`src/rtl/pcap_pkg.sv`:
```
package pcap_pkg;
  localparam int LANES = 4;
  localparam int WORDW = LANES * 8;

  typedef enum logic [1:0] {
    WSEL_8  = 2'd0,
    WSEL_16 = 2'd1,
    WSEL_32 = 2'd2
  } wsel_e;

  // Place one sample into the partial word at lane position idx.
  function automatic logic [WORDW-1:0] lane_merge(input logic [WORDW-1:0] acc,
                                                  input logic [WORDW-1:0] din,
                                                  input logic [1:0] idx,
                                                  input logic [1:0] wsel);
    logic [WORDW-1:0] r;
    r = acc;
    case (wsel)
      WSEL_8:  r[{idx, 3'b000} +: 8]        = din[7:0];
      WSEL_16: r[{idx[1], 4'b0000} +: 16]   = din[15:0];
      default: r = din;
    endcase
    return r;
  endfunction

  // The word is complete once this sample lands in the top lane.
  function automatic logic lane_full(input logic [1:0] idx, input logic [1:0] wsel);
    case (wsel)
      WSEL_8:  return idx == 2'd3;
      WSEL_16: return idx[1];
      default: return 1'b1;
    endcase
  endfunction

  function automatic logic [1:0] lane_next(input logic [1:0] idx, input logic [1:0] wsel);
    if (lane_full(idx, wsel)) return 2'd0;
    return (wsel == WSEL_8) ? idx + 2'd1 : idx + 2'd2;
  endfunction
endpackage

```
`src/rtl/pcap_trigger.sv`:
```
module pcap_trigger #(
  parameter int DLYW = 4
) (
  input  logic            clk,
  input  logic            rst_n,
  input  logic            strb,
  input  logic            rise_en,
  input  logic            fall_en,
  input  logic            en_ok,
  input  logic [DLYW-1:0] delay,
  output logic            edge_evt,
  output logic            enerr_evt,
  output logic            sample_evt
);
  logic [2:0]      sync_q;
  logic [DLYW-1:0] cnt_q;
  logic            busy, accept;

  always_ff @(posedge clk or negedge rst_n)
    if (!rst_n) sync_q <= '0;
    else        sync_q <= {sync_q[1:0], strb};

  assign edge_evt  = (rise_en & sync_q[1] & ~sync_q[2]) |
                     (fall_en & ~sync_q[1] & sync_q[2]);
  assign busy      = (cnt_q != '0);
  assign enerr_evt = edge_evt & ~en_ok;
  assign accept    = edge_evt & en_ok & ~busy;
  assign sample_evt = (accept & (delay == '0)) | (cnt_q == DLYW'(1));

  always_ff @(posedge clk or negedge rst_n)
    if (!rst_n)                        cnt_q <= '0;
    else if (accept && delay != '0)    cnt_q <= delay;
    else if (busy)                     cnt_q <= cnt_q - DLYW'(1);
endmodule

```
`src/rtl/pcap_packer.sv`:
```
module pcap_packer
  import pcap_pkg::*;
(
  input  logic             clk,
  input  logic             rst_n,
  input  logic             clear,
  input  logic             sample,
  input  logic [1:0]       wsel,
  input  logic [WORDW-1:0] din,
  output logic             word_vld,
  output logic [WORDW-1:0] word
);
  logic [WORDW-1:0] acc_q;
  logic [1:0]       idx_q;

  assign word     = lane_merge(acc_q, din, idx_q, wsel);
  assign word_vld = sample & lane_full(idx_q, wsel);

  always_ff @(posedge clk or negedge rst_n)
    if (!rst_n) begin
      acc_q <= '0;
      idx_q <= '0;
    end else if (clear) begin
      idx_q <= '0;
    end else if (sample) begin
      acc_q <= word;
      idx_q <= lane_next(idx_q, wsel);
    end
endmodule

```
`src/rtl/pcap_addr.sv`:
```
module pcap_addr #(
  parameter int AW = 12,
  parameter int LW = 10,
  parameter int XW = 16
) (
  input  logic          clk,
  input  logic          rst_n,
  input  logic          start,
  input  logic          commit,
  input  logic [AW-1:0] base0,
  input  logic [AW-1:0] base1,
  input  logic [LW-1:0] len,
  input  logic [XW-1:0] xfer_len,
  output logic [AW-1:0] addr,
  output logic          active,
  output logic          done0,
  output logic          done1,
  output logic          xfer_end
);
  logic          bank_q;
  logic [LW-1:0] rem_q;
  logic [XW-1:0] xcnt_q;
  logic          last;

  assign last     = (rem_q == LW'(1));
  assign done0    = commit & last & ~bank_q;
  assign done1    = commit & last & bank_q;
  assign xfer_end = commit & (xcnt_q == XW'(1));

  always_ff @(posedge clk or negedge rst_n)
    if (!rst_n) begin
      bank_q <= 1'b0;
      rem_q  <= '0;
      xcnt_q <= '0;
      addr   <= '0;
      active <= 1'b0;
    end else if (start) begin
      bank_q <= 1'b0;
      addr   <= base0;
      rem_q  <= len;
      xcnt_q <= xfer_len;
      active <= (xfer_len != '0);
    end else if (commit) begin
      xcnt_q <= xcnt_q - XW'(1);
      if (xfer_end) active <= 1'b0;
      if (last) begin
        bank_q <= ~bank_q;
        addr   <= bank_q ? base0 : base1;
        rem_q  <= len;
      end else begin
        addr   <= addr + AW'(1);
        rem_q  <= rem_q - LW'(1);
      end
    end
endmodule

```
`src/rtl/pcap_engine.sv`:
```
module pcap_engine
  import pcap_pkg::*;
#(
  parameter int AW   = 12,
  parameter int LW   = 10,
  parameter int XW   = 16,
  parameter int DLYW = 4
) (
  input  logic             clk,
  input  logic             rst_n,
  input  logic [1:0]       cfg_wsel,
  input  logic             cfg_rise,
  input  logic             cfg_fall,
  input  logic [DLYW-1:0]  cfg_delay,
  input  logic [AW-1:0]    cfg_base0,
  input  logic [AW-1:0]    cfg_base1,
  input  logic [LW-1:0]    cfg_len,
  input  logic [XW-1:0]    cfg_xfer,
  input  logic             start,
  input  logic             cap_en,
  input  logic             strb,
  input  logic [WORDW-1:0] din,
  input  logic             wr_gnt,
  output logic             wr_req,
  output logic [AW-1:0]    wr_addr,
  output logic [WORDW-1:0] wr_data,
  output logic [LANES-1:0] wr_be,
  output logic             irq_done0,
  output logic             irq_done1,
  output logic             irq_ovr,
  output logic             irq_enerr,
  output logic             irq_xfer_uf
);
  // Named internal events, visible to the bound checker.
  logic             active, en_ok, commit, stall;
  logic             edge_evt, enerr_evt, sample_evt;
  logic             word_vld, word_take, ovr_evt;
  logic             done0, done1, xfer_end;
  logic [WORDW-1:0] word;

  assign en_ok     = cap_en & active;
  assign commit    = wr_req & wr_gnt;
  assign stall     = wr_req & ~wr_gnt;
  assign word_take = word_vld & ~xfer_end;
  assign ovr_evt   = word_vld & stall;
  assign wr_be     = {LANES{wr_req}};

  pcap_trigger #(.DLYW(DLYW)) u_trig (
    .clk(clk), .rst_n(rst_n), .strb(strb), .rise_en(cfg_rise), .fall_en(cfg_fall),
    .en_ok(en_ok), .delay(cfg_delay), .edge_evt(edge_evt), .enerr_evt(enerr_evt),
    .sample_evt(sample_evt)
  );

  pcap_packer u_pack (
    .clk(clk), .rst_n(rst_n), .clear(start), .sample(sample_evt & active),
    .wsel(cfg_wsel), .din(din), .word_vld(word_vld), .word(word)
  );

  pcap_addr #(.AW(AW), .LW(LW), .XW(XW)) u_addr (
    .clk(clk), .rst_n(rst_n), .start(start), .commit(commit),
    .base0(cfg_base0), .base1(cfg_base1), .len(cfg_len), .xfer_len(cfg_xfer),
    .addr(wr_addr), .active(active), .done0(done0), .done1(done1), .xfer_end(xfer_end)
  );

  always_ff @(posedge clk or negedge rst_n)
    if (!rst_n) begin
      wr_req      <= 1'b0;
      wr_data     <= '0;
      irq_done0   <= 1'b0;
      irq_done1   <= 1'b0;
      irq_ovr     <= 1'b0;
      irq_enerr   <= 1'b0;
      irq_xfer_uf <= 1'b0;
    end else begin
      irq_done0   <= done0;
      irq_done1   <= done1;
      irq_ovr     <= ovr_evt;
      irq_enerr   <= enerr_evt;
      irq_xfer_uf <= xfer_end;
      if (word_take && !stall) begin
        wr_req  <= 1'b1;
        wr_data <= word;
      end else if (commit) begin
        wr_req  <= 1'b0;
      end
    end
endmodule

```
`config.mk`:
```
export PLATFORM = sky130hd
export DESIGN_NAME = pcap_engine
export DESIGN_NICKNAME = d
export VERILOG_FILES = /design/src/rtl/pcap_pkg.sv /design/src/rtl/pcap_trigger.sv /design/src/rtl/pcap_packer.sv /design/src/rtl/pcap_addr.sv /design/src/rtl/pcap_engine.sv
export SDC_FILE = /design/constraint.sdc
export NUM_CORES = 1
export LEC_CHECK = 0
export ABC_CLOCK_PERIOD_IN_PS = 3000
export BUFFER_PORTS_ARGS = -buffer_cell sky130_fd_sc_hd__buf_2
export CAP_MARGIN = 20
export CELL_PAD_IN_SITES_DETAIL_PLACEMENT = 2
export CELL_PAD_IN_SITES_GLOBAL_PLACEMENT = 2
export CORE_UTILIZATION = 30
export CTS_CLUSTER_DIAMETER = 80
export DETAILED_ROUTE_END_ITERATION = 7
export PLACE_DENSITY_LB_ADDON = 0.1
export SLEW_MARGIN = 20
export SYNTH_ARGS = -nofsm -noshare
export SYNTH_HDL_FRONTEND = slang
export SYNTH_SLANG_ARGS = --single-unit
export TNS_END_PERCENT = 30
```
`constraint.sdc`:
```
create_clock -name clk -period 3 [get_ports clk]
set_clock_uncertainty 0.15 [all_clocks]
set_input_delay 0.6 -clock clk [delete_from_list [all_inputs] [get_ports clk]]
set_output_delay 0.6 -clock clk [all_outputs]
set_load 0.01 [all_outputs]
```
==> flow_summary_export.csv <==
group,metric,value,unit
synth,synthArstFlopShare,100.0,%
power_and_ir_drop,p_total,6.566,mW
setup_path,start_kind,"register",
worst_hold_path,worstHoldPathType,"input port to register",
timing,worst_pin_slew,856.2,ps
power_and_ir_drop,p_per_area,791.2,nW/um^2
synth,yosys_warnings,0,
setup_path,r2r_start,"u_trig.cnt_q[0]",
timing,worst_slack,105.2,ps
cells_and_area,drive_above_1_share,33.37,%
synth,netlist_top_cells_area,"dfrtp_1, mux2_4, mux2_2, nand2_1, o21ai_0",
cts,cts-root-buf,"clkbuf_16",
route,drt_iter0_markers,171,
route,first_pass_iters,4,
synth,ys_seq_area_share,45.04,%
cells_and_area,regArea,2978,um^2
worst_hold_path,min_from,"strb",
setup_path,slowest_delay,540,ps
power_and_ir_drop,peakVddDrop,0.3481,mV
global_routing,grtUsageTotal,21.41,%
synth,ys_ff_latch,119,
timing,finalCriticalPeriod,2895,ps
synth,synth.distinct_cells,60,
route,wl_per_cell,21.11,um
global_routing,grt_first_pass_wirelength,36.70,mm
placed_design,hpwl,16.91,mm
cts,cts_made_buffers,17,
timing,finalCritPeriodShare,96.49,%
route,drc,0,
route,drt-total-wl,23.29,mm
synth,ys.flop_type,"dfrtp_1",
setup_path,cp-startpoint,"u_trig.cnt_q[0]",
floorplanning,start_util,31.06,%
synth,netlist_area,6611,um^2
floorplanning,placementRows,53,
route,via_count,5878,
setup_path,cp-end-kind,"register",
cells_and_area,nets,923,
placed_design,pre_cts_ws,19.24,ps
setup_path,cp_top_family,"simple AND/OR/NAND/NOR gates",
timing,max_freq,345.4,MHz
cts,cts_tree,"yes",
synth,synth_largest_area_cell,"dfrtp_1",
placed_design,finalWeightedCongestion,0.7896,
setup_path,cp_num_buf_inv,2,
timing,maxSlewViolCount,0,
cells_and_area,fill_cells,2322,
timing,setup_violations,0,
cts,clk_path_buf_depth,2,
floorplanning,ios,150,
cells_and_area,multi_input_area,3383,um^2
floorplanning,dieWidth,150.5,um
route,final_antenna_net_count,0,
timing,relSlewSlack,42.92,%
cts,cts_setup_buffers,0,
cells_and_area,syn2layout_area_growth,25.53,%
cts,clk_pin_slew,60,ps
route,via_per_inst,5.329,
setup_path,cp.required,3150,ps
timing,rsz0062_at_grt,"no",
floorplanning,core_area,21290,um^2
setup_path,timing_worst_setup_path_type,"register to register",
placed_design,port_buffers,149,
setup_path,critical_path.cell_chain,"inv_2 > ha_2 > or3b_4 > a211oi_4 > a31oi_2 > or4_4 > bufbuf_16 > mux2_4",
cts,clock-sinks,119,
power_and_ir_drop,power.leakage,3.868,nW
cts,cts_max_level,4,
synth,netlist_instances,659,
floorplanning,die_area,22640,um^2
synth,synth_top_area_share,45.04,%
synth,synth-edff-count,0,
run_status,run_status,"completed",
floorplanning,die_height,150.5,um
cts,worst_skew_pair.late_latency,420,ps
setup_path,crit_slowest_cell,"or4_4",
timing,tns,0,ps
synth,synth_nets,768,
global_routing,antenna_found_initial,0,
setup_path,cp.arrival,3050,ps
synth,avgSynthCellArea,10.03,um^2
timing,finalHoldViolations,0,
job,max_cap_violations,0,
global_routing,grt_max_degree,65,
global_routing,first_global_vias,6548,
setup_path,crit_fanout,16,
global_routing,overflow,0,
[flip-flops by register name (all words and copies together), names as in the netlist, 2 cells and up]
register / flops
u_addr.addr: 12
u_addr.rem_q: 10
u_addr.xcnt_q: 16
u_pack.acc_q: 32
u_pack.idx_q: 2
u_trig.cnt_q: 4
u_trig.sync_q: 3
wr_data: 32
[cells in the mapped netlist (10+ instances only)]
library cell	count
a21oi_1	47
a22o_1	18
a22oi_1	17
clkbuf_1	28
dfrtp_1	119
ha_1	13
inv_1	17
mux2_2	27
mux2_4	29
nand2_1	73
nand3_1	11
nor2_1	34
nor2b_1	12
nor3_1	13
nor4_1	10
o21ai_0	52
or3_1	12
xnor2_1	13
xor2_1	12
[power breakdown]
part           switching, mW  internal, mW  leakage (nW)
Combinational           1.05          1.14          2.15
Clock                  0.783          1.05         0.252
Sequential             0.413          2.13          1.47
[path summary, 6_finish.rpt]
path                                         end  slack (ps)  cells past startpoint
worst max register to register        wr_data[5]         110                      8
max in group asynchronous        u_addr.rem_q[6]        1410                      3
worst min-delay path            u_trig.sync_q[0]         140                      1
min in group asynchronous       u_trig.sync_q[1]         540                      2
worst min register to register  u_trig.sync_q[1]         200                      0
worst max-delay path                  wr_data[5]         110                      8
[metrics by stage]
step	hold WS [ps]	std cells	utilization, %	instance area, um^2
after floorplan	154.4	659	-	6611
after global placement	182.2	1068	36.33	7732
after detailed placement	203.7	1068	36.33	7732
after CTS	120.8	1102	38.96	8294
after global routing	127.3	1102	38.98	8297
final	137.5	1103	38.99	8299
[placed cells by master, fill, tap and decap left out, drive strengths merged, types with 3 or more instances in the layout]
cell	Yosys	layout
a21oi	47	47
a221o	9	9
a221oi	3	3
a22o	18	18
a22oi	17	17
a31oi	5	5
and3	8	8
buf	13	175
clkbuf	28	19
clkinv	0	9
clkinvlp	0	3
dfrtp	119	119
ha	13	13
inv	17	18
mux2	56	56
mux2i	7	7
nand2	73	73
nand2b	4	4
nand3	11	11
nand3b	3	3
nand4	3	3
nor2	34	34
nor2b	12	12
nor3	13	13
nor3b	5	5
nor4	11	11
o21ai	52	52
o221ai	5	5
o22ai	5	5
o311ai	3	3
or3	12	12
xnor2	13	13
xor2	12	12
[cells by family after synthesis]
| group | share of synthesized area (%) |
|---|---|
| compound gates | 17.66 |
| buf+inv | 3.917 |
| mux | 12.24 |
| fa+ha+maj | 2.460 |
| simple gates | 15.37 |
| xor+xnor | 3.312 |
| flops | 45.04 |
[routing by layer]
layer | vias to the layer above | wire, um | GRT usage [%]
li1 | 2707 | - | -
met1 | 3016 | 10460 | 27.22
met2 | 130 | 11650 | 37.03
met3 | 25 | 892 | 4.242
met4 | 0 | 285 | 5.152
met5 | - | 0 | 0
[final cells by class]
class,instances,share of cell area [%]
well taps,275,4.146
diodes,1,0.03015
clock buffers,19,5.216
clock inverters,13,1.010
inverters,17,0.7689
multi-input cells,482,40.77
flip-flops and latches,119,35.88
repair buffers,177,12.18
[repair_timing]
item,in CTS,in global routing
hold buffers,1,0
hold endpoints to repair,6,0
cloned,1,0
resized for setup,1,3
setup endpoints to repair,19,15
Note: power is estimated with default switching activity, not from simulation.
